[config.mk]
export PLATFORM = sky130hd
export DESIGN_NAME = rfo_home_ctrl
export DESIGN_NICKNAME = d
export VERILOG_FILES = /design/src/rtl/rfo_pkg.sv /design/src/rtl/rfo_line_queue.sv /design/src/rtl/rfo_send_engine.sv /design/src/rtl/rfo_home_ctrl.sv
export SDC_FILE = /design/constraint.sdc
export NUM_CORES = 1
export LEC_CHECK = 0
export ABC_CLOCK_PERIOD_IN_PS = 4200
export BUFFER_PORTS_ARGS = -buffer_cell sky130_fd_sc_hd__buf_2
export CELL_PAD_IN_SITES_DETAIL_PLACEMENT = 0
export CELL_PAD_IN_SITES_GLOBAL_PLACEMENT = 2
export CORE_MARGIN = 5
export CORE_UTILIZATION = 30
export DETAILED_ROUTE_END_ITERATION = 7
export GPL_TIMING_DRIVEN = 0
export HOLD_SLACK_MARGIN = 0.1
export PLACE_DENSITY = 0.67
export SLEW_MARGIN = 15
export SYNTH_ARGS = -nofsm -noshare
export SYNTH_HDL_FRONTEND = slang
export SYNTH_SLANG_ARGS = --single-unit
[constraint.sdc]
create_clock -name clk -period 4.2 [get_ports clk]
set_clock_uncertainty 0.2 [all_clocks]
set_input_delay 0.84 -clock clk [delete_from_list [all_inputs] [get_ports clk]]
set_output_delay 0.84 -clock clk [all_outputs]
set_load 0.02 [all_outputs]
[src/rtl/rfo_pkg.sv]
package rfo_pkg;

  typedef enum logic [1:0] {
    DIR_INVALID = 2'd0,
    DIR_SHARED  = 2'd1,
    DIR_EXCL    = 2'd2,
    DIR_STALE   = 2'd3
  } dir_state_e;

  typedef enum logic {
    MSG_INVAL = 1'b0,
    MSG_GRANT = 1'b1
  } msg_kind_e;

  // Number of set bits in a vector of up to 32 bits.
  function automatic int unsigned count_ones(input logic [31:0] v);
    int unsigned n;
    n = 0;
    for (int i = 0; i < 32; i++) n += v[i] ? 1 : 0;
    return n;
  endfunction

  // Index of the lowest set bit; 0 when none is set.
  function automatic int unsigned first_set(input logic [31:0] v);
    int unsigned idx;
    idx = 0;
    for (int i = 31; i >= 0; i--) if (v[i]) idx = i;
    return idx;
  endfunction

endpackage

[src/rtl/rfo_line_queue.sv]
module rfo_line_queue #(
  parameter int NW     = 2,
  parameter int QDEPTH = 2
) (
  input  logic          clk,
  input  logic          rst_n,
  input  logic          push,
  input  logic [NW-1:0] push_node,
  input  logic          push_own,
  input  logic          pop,
  output logic          empty,
  output logic          full,
  output logic [NW-1:0] head_node,
  output logic          head_own
);
  localparam int PW = (QDEPTH > 1) ? $clog2(QDEPTH) : 1;
  localparam int CW = $clog2(QDEPTH + 1);

  logic [NW-1:0] node_mem [QDEPTH];
  logic          own_mem  [QDEPTH];
  logic [PW-1:0] rd_ptr, wr_ptr;
  logic [CW-1:0] cnt;

  function automatic logic [PW-1:0] bump(input logic [PW-1:0] p);
    return (p == PW'(QDEPTH - 1)) ? '0 : p + 1'b1;
  endfunction

  assign empty     = (cnt == '0);
  assign full      = (cnt == CW'(QDEPTH));
  assign head_node = node_mem[rd_ptr];
  assign head_own  = own_mem[rd_ptr];

  always_ff @(posedge clk) begin
    if (push) begin
      node_mem[wr_ptr] <= push_node;
      own_mem[wr_ptr]  <= push_own;
    end
  end

  always_ff @(posedge clk) begin
    if (!rst_n) begin
      rd_ptr <= '0;
      wr_ptr <= '0;
      cnt    <= '0;
    end else begin
      if (push) wr_ptr <= bump(wr_ptr);
      if (pop)  rd_ptr <= bump(rd_ptr);
      case ({push, pop})
        2'b10:   cnt <= cnt + 1'b1;
        2'b01:   cnt <= cnt - 1'b1;
        default: cnt <= cnt;
      endcase
    end
  end
endmodule

[src/rtl/rfo_send_engine.sv]
module rfo_send_engine import rfo_pkg::*; #(
  parameter int NODES = 4,
  parameter int LINES = 4
) (
  input  logic                         clk,
  input  logic                         rst_n,
  input  logic                         start,
  input  logic [$clog2(LINES)-1:0]     start_line,
  input  logic [$clog2(NODES)-1:0]     start_node,
  input  logic [NODES-1:0]             start_mask,
  input  logic                         msg_ready,
  output logic                         msg_valid,
  output logic                         msg_type,
  output logic [$clog2(NODES)-1:0]     msg_dest,
  output logic [$clog2(NODES+1)-1:0]   msg_count,
  output logic [$clog2(LINES)-1:0]     msg_line,
  output logic                         busy,
  output logic                         done,
  output logic [$clog2(LINES)-1:0]     cur_line,
  output logic [$clog2(NODES)-1:0]     cur_node
);
  localparam int NW = $clog2(NODES);
  localparam int LW = $clog2(LINES);
  localparam int CW = $clog2(NODES + 1);

  logic             busy_q;
  logic [NODES-1:0] mask_q;
  logic [CW-1:0]    cnt_q;
  logic [NW-1:0]    node_q;
  logic [LW-1:0]    line_q;
  logic             pending;
  logic             inv_fire;

  assign pending   = |mask_q;
  assign msg_valid = busy_q;
  assign msg_type  = pending ? MSG_INVAL : MSG_GRANT;
  assign msg_dest  = pending ? NW'(first_set(32'(mask_q))) : node_q;
  assign msg_count = pending ? '0 : cnt_q;
  assign msg_line  = line_q;
  assign inv_fire  = busy_q && pending && msg_ready;
  assign done      = busy_q && !pending && msg_ready;
  assign busy      = busy_q;
  assign cur_line  = line_q;
  assign cur_node  = node_q;

  always_ff @(posedge clk) begin
    if (!rst_n) begin
      busy_q <= 1'b0;
      mask_q <= '0;
      cnt_q  <= '0;
      node_q <= '0;
      line_q <= '0;
    end else if (start && !busy_q) begin
      busy_q <= 1'b1;
      mask_q <= start_mask;
      cnt_q  <= CW'(count_ones(32'(start_mask)));
      node_q <= start_node;
      line_q <= start_line;
    end else if (inv_fire) begin
      mask_q <= mask_q & ~(NODES'(1) << msg_dest);
    end else if (done) begin
      busy_q <= 1'b0;
    end
  end
endmodule

[src/rtl/rfo_home_ctrl.sv]
module rfo_home_ctrl import rfo_pkg::*; #(
  parameter int NODES  = 4,
  parameter int LINES  = 4,
  parameter int QDEPTH = 2,
  parameter int HOME   = 0
) (
  input  logic                         clk,
  input  logic                         rst_n,
  input  logic                         req_valid,
  output logic                         req_ready,
  input  logic [$clog2(LINES)-1:0]     req_line,
  input  logic [$clog2(NODES)-1:0]     req_node,
  input  logic                         req_own,
  input  logic [LINES-1:0]             probe_mem,
  input  logic                         evict_valid,
  input  logic [$clog2(LINES)-1:0]     evict_line,
  input  logic                         vic_arr_valid,
  input  logic [$clog2(LINES)-1:0]     vic_arr_line,
  input  logic                         dir_wr_en,
  input  logic [$clog2(LINES)-1:0]     dir_wr_line,
  input  logic [1:0]                   dir_wr_state,
  input  logic [NODES-1:0]             dir_wr_owners,
  input  logic [$clog2(LINES)-1:0]     dir_rd_line,
  output logic [1:0]                   dir_rd_state,
  output logic [NODES-1:0]             dir_rd_owners,
  output logic                         msg_valid,
  input  logic                         msg_ready,
  output logic                         msg_type,
  output logic [$clog2(NODES)-1:0]     msg_dest,
  output logic [$clog2(NODES+1)-1:0]   msg_count,
  output logic [$clog2(LINES)-1:0]     msg_line,
  output logic                         victim_clash
);
  localparam int NW = $clog2(NODES);
  localparam int LW = $clog2(LINES);

  // Per-line state
  logic [LINES-1:0][1:0]       dir_state;
  logic [LINES-1:0][NODES-1:0] dir_own;
  logic [LINES-1:0]            inflight;
  logic [LINES-1:0]            q_empty, q_full, q_own, q_push, q_pop, eligible;
  logic [LINES-1:0][NW-1:0]    q_node;

  // Named internal events
  logic                        start;
  logic [LW-1:0]               start_line;
  logic [NW-1:0]               start_node;
  logic [NODES-1:0]            start_mask;
  logic                        eng_busy, eng_done;
  logic [LW-1:0]               cur_line;
  logic [NW-1:0]               cur_node;
  logic                        clash;

  assign req_ready  = !q_full[req_line];
  assign start      = !eng_busy && (|eligible);
  assign start_line = LW'(first_set(32'(eligible)));
  assign start_node = q_node[start_line];
  assign start_mask = dir_own[start_line] & ~(NODES'(1) << start_node);
  assign clash      = vic_arr_valid && eng_busy && (vic_arr_line == cur_line);

  assign dir_rd_state  = dir_state[dir_rd_line];
  assign dir_rd_owners = dir_own[dir_rd_line];

  for (genvar l = 0; l < LINES; l++) begin : g_line
    assign q_push[l]   = req_valid && req_ready && (req_line == LW'(l));
    assign q_pop[l]    = eng_done && (cur_line == LW'(l));
    assign eligible[l] = !q_empty[l] && q_own[l] && probe_mem[l] &&
                         (dir_state[l] == DIR_SHARED) && !inflight[l];

    rfo_line_queue #(.NW(NW), .QDEPTH(QDEPTH)) u_queue (
      .clk       (clk),
      .rst_n     (rst_n),
      .push      (q_push[l]),
      .push_node (req_node),
      .push_own  (req_own),
      .pop       (q_pop[l]),
      .empty     (q_empty[l]),
      .full      (q_full[l]),
      .head_node (q_node[l]),
      .head_own  (q_own[l])
    );

    // Directory entry: commit of a served request outranks an external write.
    always_ff @(posedge clk) begin
      if (!rst_n) begin
        dir_state[l] <= DIR_INVALID;
        dir_own[l]   <= '0;
      end else if (q_pop[l]) begin
        if (cur_node == NW'(HOME)) begin
          dir_state[l] <= DIR_STALE;
          dir_own[l]   <= NODES'(1) << HOME;
        end else begin
          dir_state[l] <= DIR_EXCL;
          dir_own[l]   <= NODES'(1) << cur_node;
        end
      end else if (dir_wr_en && dir_wr_line == LW'(l)) begin
        dir_state[l] <= dir_wr_state;
        dir_own[l]   <= dir_wr_owners;
      end
    end

    // Eviction in flight: a new eviction start wins over an arrival.
    always_ff @(posedge clk) begin
      if (!rst_n)
        inflight[l] <= 1'b0;
      else if (evict_valid && evict_line == LW'(l))
        inflight[l] <= 1'b1;
      else if (vic_arr_valid && vic_arr_line == LW'(l))
        inflight[l] <= 1'b0;
    end
  end

  rfo_send_engine #(.NODES(NODES), .LINES(LINES)) u_engine (
    .clk        (clk),
    .rst_n      (rst_n),
    .start      (start),
    .start_line (start_line),
    .start_node (start_node),
    .start_mask (start_mask),
    .msg_ready  (msg_ready),
    .msg_valid  (msg_valid),
    .msg_type   (msg_type),
    .msg_dest   (msg_dest),
    .msg_count  (msg_count),
    .msg_line   (msg_line),
    .busy       (eng_busy),
    .done       (eng_done),
    .cur_line   (cur_line),
    .cur_node   (cur_node)
  );

  always_ff @(posedge clk) begin
    if (!rst_n) victim_clash <= 1'b0;
    else        victim_clash <= clash;
  end
endmodule

==> flow_summary.ini <==
[status]
status = finished, final reports clean

[clock_tree]
numCtsBuffers = 9
path_clk_slew_ps = 60
ctsHoldBuffers = 0
cts_tree = yes
insertion_delay_ps = 350
htreeDepth = 3
post_cts_buffers = 0
cts.sinks = 85
cts_buffer_depth = 2
cts-root-buf = clkbuf_16

[sta]
worstMarginPinSlew_ps = 858.7
fin_crit_ps = 3851
rsz0062_at_grt = no
fmax_mhz = 259.7
drv_slew = 0
setup_viol = 0
timing.hold.ws_ps = 282.2
report.final.hold_viol_count = 0
period_share_pct = 91.69
relSlewSlack_pct = 42.54

[critical_path]
cp-end-kind = register
cp.required_ps = 4210
ff2ff_setup_slack_ps = 570
max_stage_delay_ps = 490
slowest_stage = nor4bb_2
cp_cell_sequence = buf_2 > nor4bb_2 > o211a_1 > buf_2 > a2111oi_2 > a211oi_2 > o221a_2 > fa_1 > ha_1 > ha_1 > mux2i_1 > nor2_1
start_kind = input port
crit_type = input port to register
worst-path-max-fanout = 10
arrival_ps = 3860

[floorplanning]
num_rows = 42
coreArea_um2 = 13350
dieArea_um2 = 16210
initial_utilization_pct = 30.93
die_height_um = 127.3
die_x_um = 127.3
top_level_ports = 47

[yosys]
synth_area_leaders = dfxtp_1, edfxtp_1, nor2_1
yosysWarnings = 0
yosys.area.top_type = dfxtp_1
synth.ff_latch_count = 85
synth_top_area_share_pct = 29.58
yosysSeqAreaShare_pct = 47.03
synthCells = 396
avgSynthCellArea_um2 = 10.43
synth_cell_type_count = 60
syn_area_um2 = 4129
async_flop_share_pct = 0
synth_ff_type = dfxtp_1
synth_enable_flop_cells = 24
syn_nets = 433
synth_common_cells = dfxtp_1, nor2_1, a21oi_1
yosys.cell_count.top_type = dfxtp_1

[power_and_ir_drop]
power_frac_seq_pct = 49.0
pwr-share-clk_pct = 43.4
total_power_w = 0.001790
p_int_w = 0.001376
max-vdd-ir-drop_v = 0.0001378
pwr-share-comb_pct = 7.6
swShare_pct = 23.17
total_leakage_power_nw = 1.849
p_per_area_nw_per_um2 = 366.9
p_sw_w = 0.0004149

[global_routing]
grt_pass1_wl_um = 18390
grt_remaining_overflow = 0
grt_max_degree = 14
grt.total_usage_pct = 15.04
grt_pass1_vias = 3233
antenna_found_initial = 0

[final_layout]
nNetsFinal = 489
n_antenna_cell = 0
areaGrowthSynthToFinish_pct = 18.18
drive_gt1_share_pct = 22.54
fin_util_pct = 36.56

[route]
drc = 0
routed_wl_um = 11760
ant_nets = 0
dr_total_vias = 3284
first_iter_violations = 258
avgRoutedWirePerCell_um = 18.58
vias_per_cell = 5.188
dr.pass1.iters = 4

[min_path]
holdCritPathClass = register to register

[run]
cap_violations = 0

[place]
port_buffers = 45
dpl.hpwl_um = 8805
gp_congestion = 0.8125
## final cells by class
| class | instances | area (µm²) |
|---|---|---|
| clock inverters | 5 | 51.30 |
| fillers | 1376 | 8468 |
| repair buffers | 45 | 225.2 |
| inverters | 11 | 41.29 |
| well taps | 176 | 220.2 |
| flip-flops and latches | 85 | 1942 |
| clock buffers | 11 | 232.7 |
| plain buffers | 15 | 70.07 |
| multi-input cells | 285 | 2097 |
## critical path: cells and delay by family
| family | cells | cell delay [ps] |
|---|---|---|
| adders and majority gates | 3 | 910 |
| muxes | 1 | 130 |
| buffers and inverters | 2 | 330 |
| AOI/OAI and AO/OA | 4 | 1080 |
| and+or+nand+nor | 2 | 540 |
## metrics by stage
stage          instances  TNS, ps  cell area, µm²  setup WS (ps)
2_1_floorplan        396        0            4129          579.2
3_3_place_gp         617    -1300            4574         -535.3
3_5_place_dp         617    -1083            4579         -455.3
4_1_cts              633        0            4873          161.0
5_1_grt              633        0            4880          168.6
6_report             633        0            4880          348.8
## logic make-up (layout without fill, tap and decap cells)
kind of cell               Yosys count  after routing  share of synthesized area, %
AOI/OAI and AO/OA                   83             83                         14.00
xor gates and xnor gates            18             18                         3.818
adders and majority gates            7              7                         2.303
buffers and inverters               26             87                         2.697
DFF                                 85             85                         47.03
muxes                               43             43                         13.03
and+or+nand+nor                    134            134                         17.12
## flip-flops by register name (all words and copies together) (netlist names), named ones only
register and flops:
dir_own 16, g_line.u_queue.node_mem 16, dir_state 8, g_line.u_queue.cnt 8, g_line.u_queue.own_mem 8, g_line.u_queue.rd_ptr 4
g_line.u_queue.wr_ptr 4, inflight 4, u_engine.mask_q 4, u_engine.cnt_q 3, u_engine.cur_line 2, u_engine.cur_node 2
u_engine.busy 1, victim_clash 1
## timing repair
item	CTS	global route
endpoints found under the setup margin	2	1
cloned	0	0
resized for setup	2	1
pin swaps	0	0
hold endpoints to repair	0	0
## cell usage in the layout, fill, tap and decap left out, types with 3 or more instances in the layout
cell / count
and2_1: 5
dfxtp_1: 61
mux2i_1: 20
xor2_1: 7
a211oi_1: 15
inv_2: 3
nand3b_1: 4
a32oi_1: 3
nor3_1: 7
nand2b_1: 7
nand4_1: 3
o21ai_0: 12
mux4_2: 7
clkbuf_16: 9
ha_1: 6
nor2_1: 60
inv_1: 8
nand2_1: 10
buf_2: 47
mux2_2: 15
xnor2_1: 11
a21oi_1: 27
edfxtp_1: 24
nor4_1: 5
nand3_1: 6
or3_1: 6
clkbuf_1: 13
nor2b_1: 5
## metal layers
metal | GRT usage (%) | vias up | share of wire, %
li1 | - | 1586 | -
met1 | 21.27 | 1580 | 48
met2 | 22.27 | 101 | 44
met3 | 3.172 | 17 | 5.5
met4 | 6.246 | 0 | 2.1
met5 | 0 | - | 0
## power groups by stage
| stage | logic (W) | registers [W] | clock network, W |
|---|---|---|---|
| 6_report | 0.000135 | 0.000878 | 0.000778 |
| 5_1_grt | 0.000150 | 0.000880 | 0.000833 |
| 4_1_cts | 0.000136 | 0.000877 | 0.000802 |
| 3_5_place_dp | 0.000135 | 0.000895 | 0 |
| 3_3_place_gp | 0.000133 | 0.000894 | 0 |
| 2_1_floorplan | 0.0000808 | 0.000891 | 0 |
## path summary, 6_finish.rpt
check / startpoint / endpoint / cells after the start
max: probe_mem[0] / u_engine.cnt_q[1]$_SDFFE_PN0P_ / 12
min: u_engine.cnt_q[0]$_SDFFE_PN0P_ / u_engine.cnt_q[0]$_SDFFE_PN0P_ / 2
max reg2reg: inflight[0]$_SDFFE_PN0P_ / u_engine.cnt_q[1]$_SDFFE_PN0P_ / 11
min reg2reg: u_engine.cnt_q[0]$_SDFFE_PN0P_ / u_engine.cnt_q[0]$_SDFFE_PN0P_ / 2
Power figures use the tool's default switching activity.
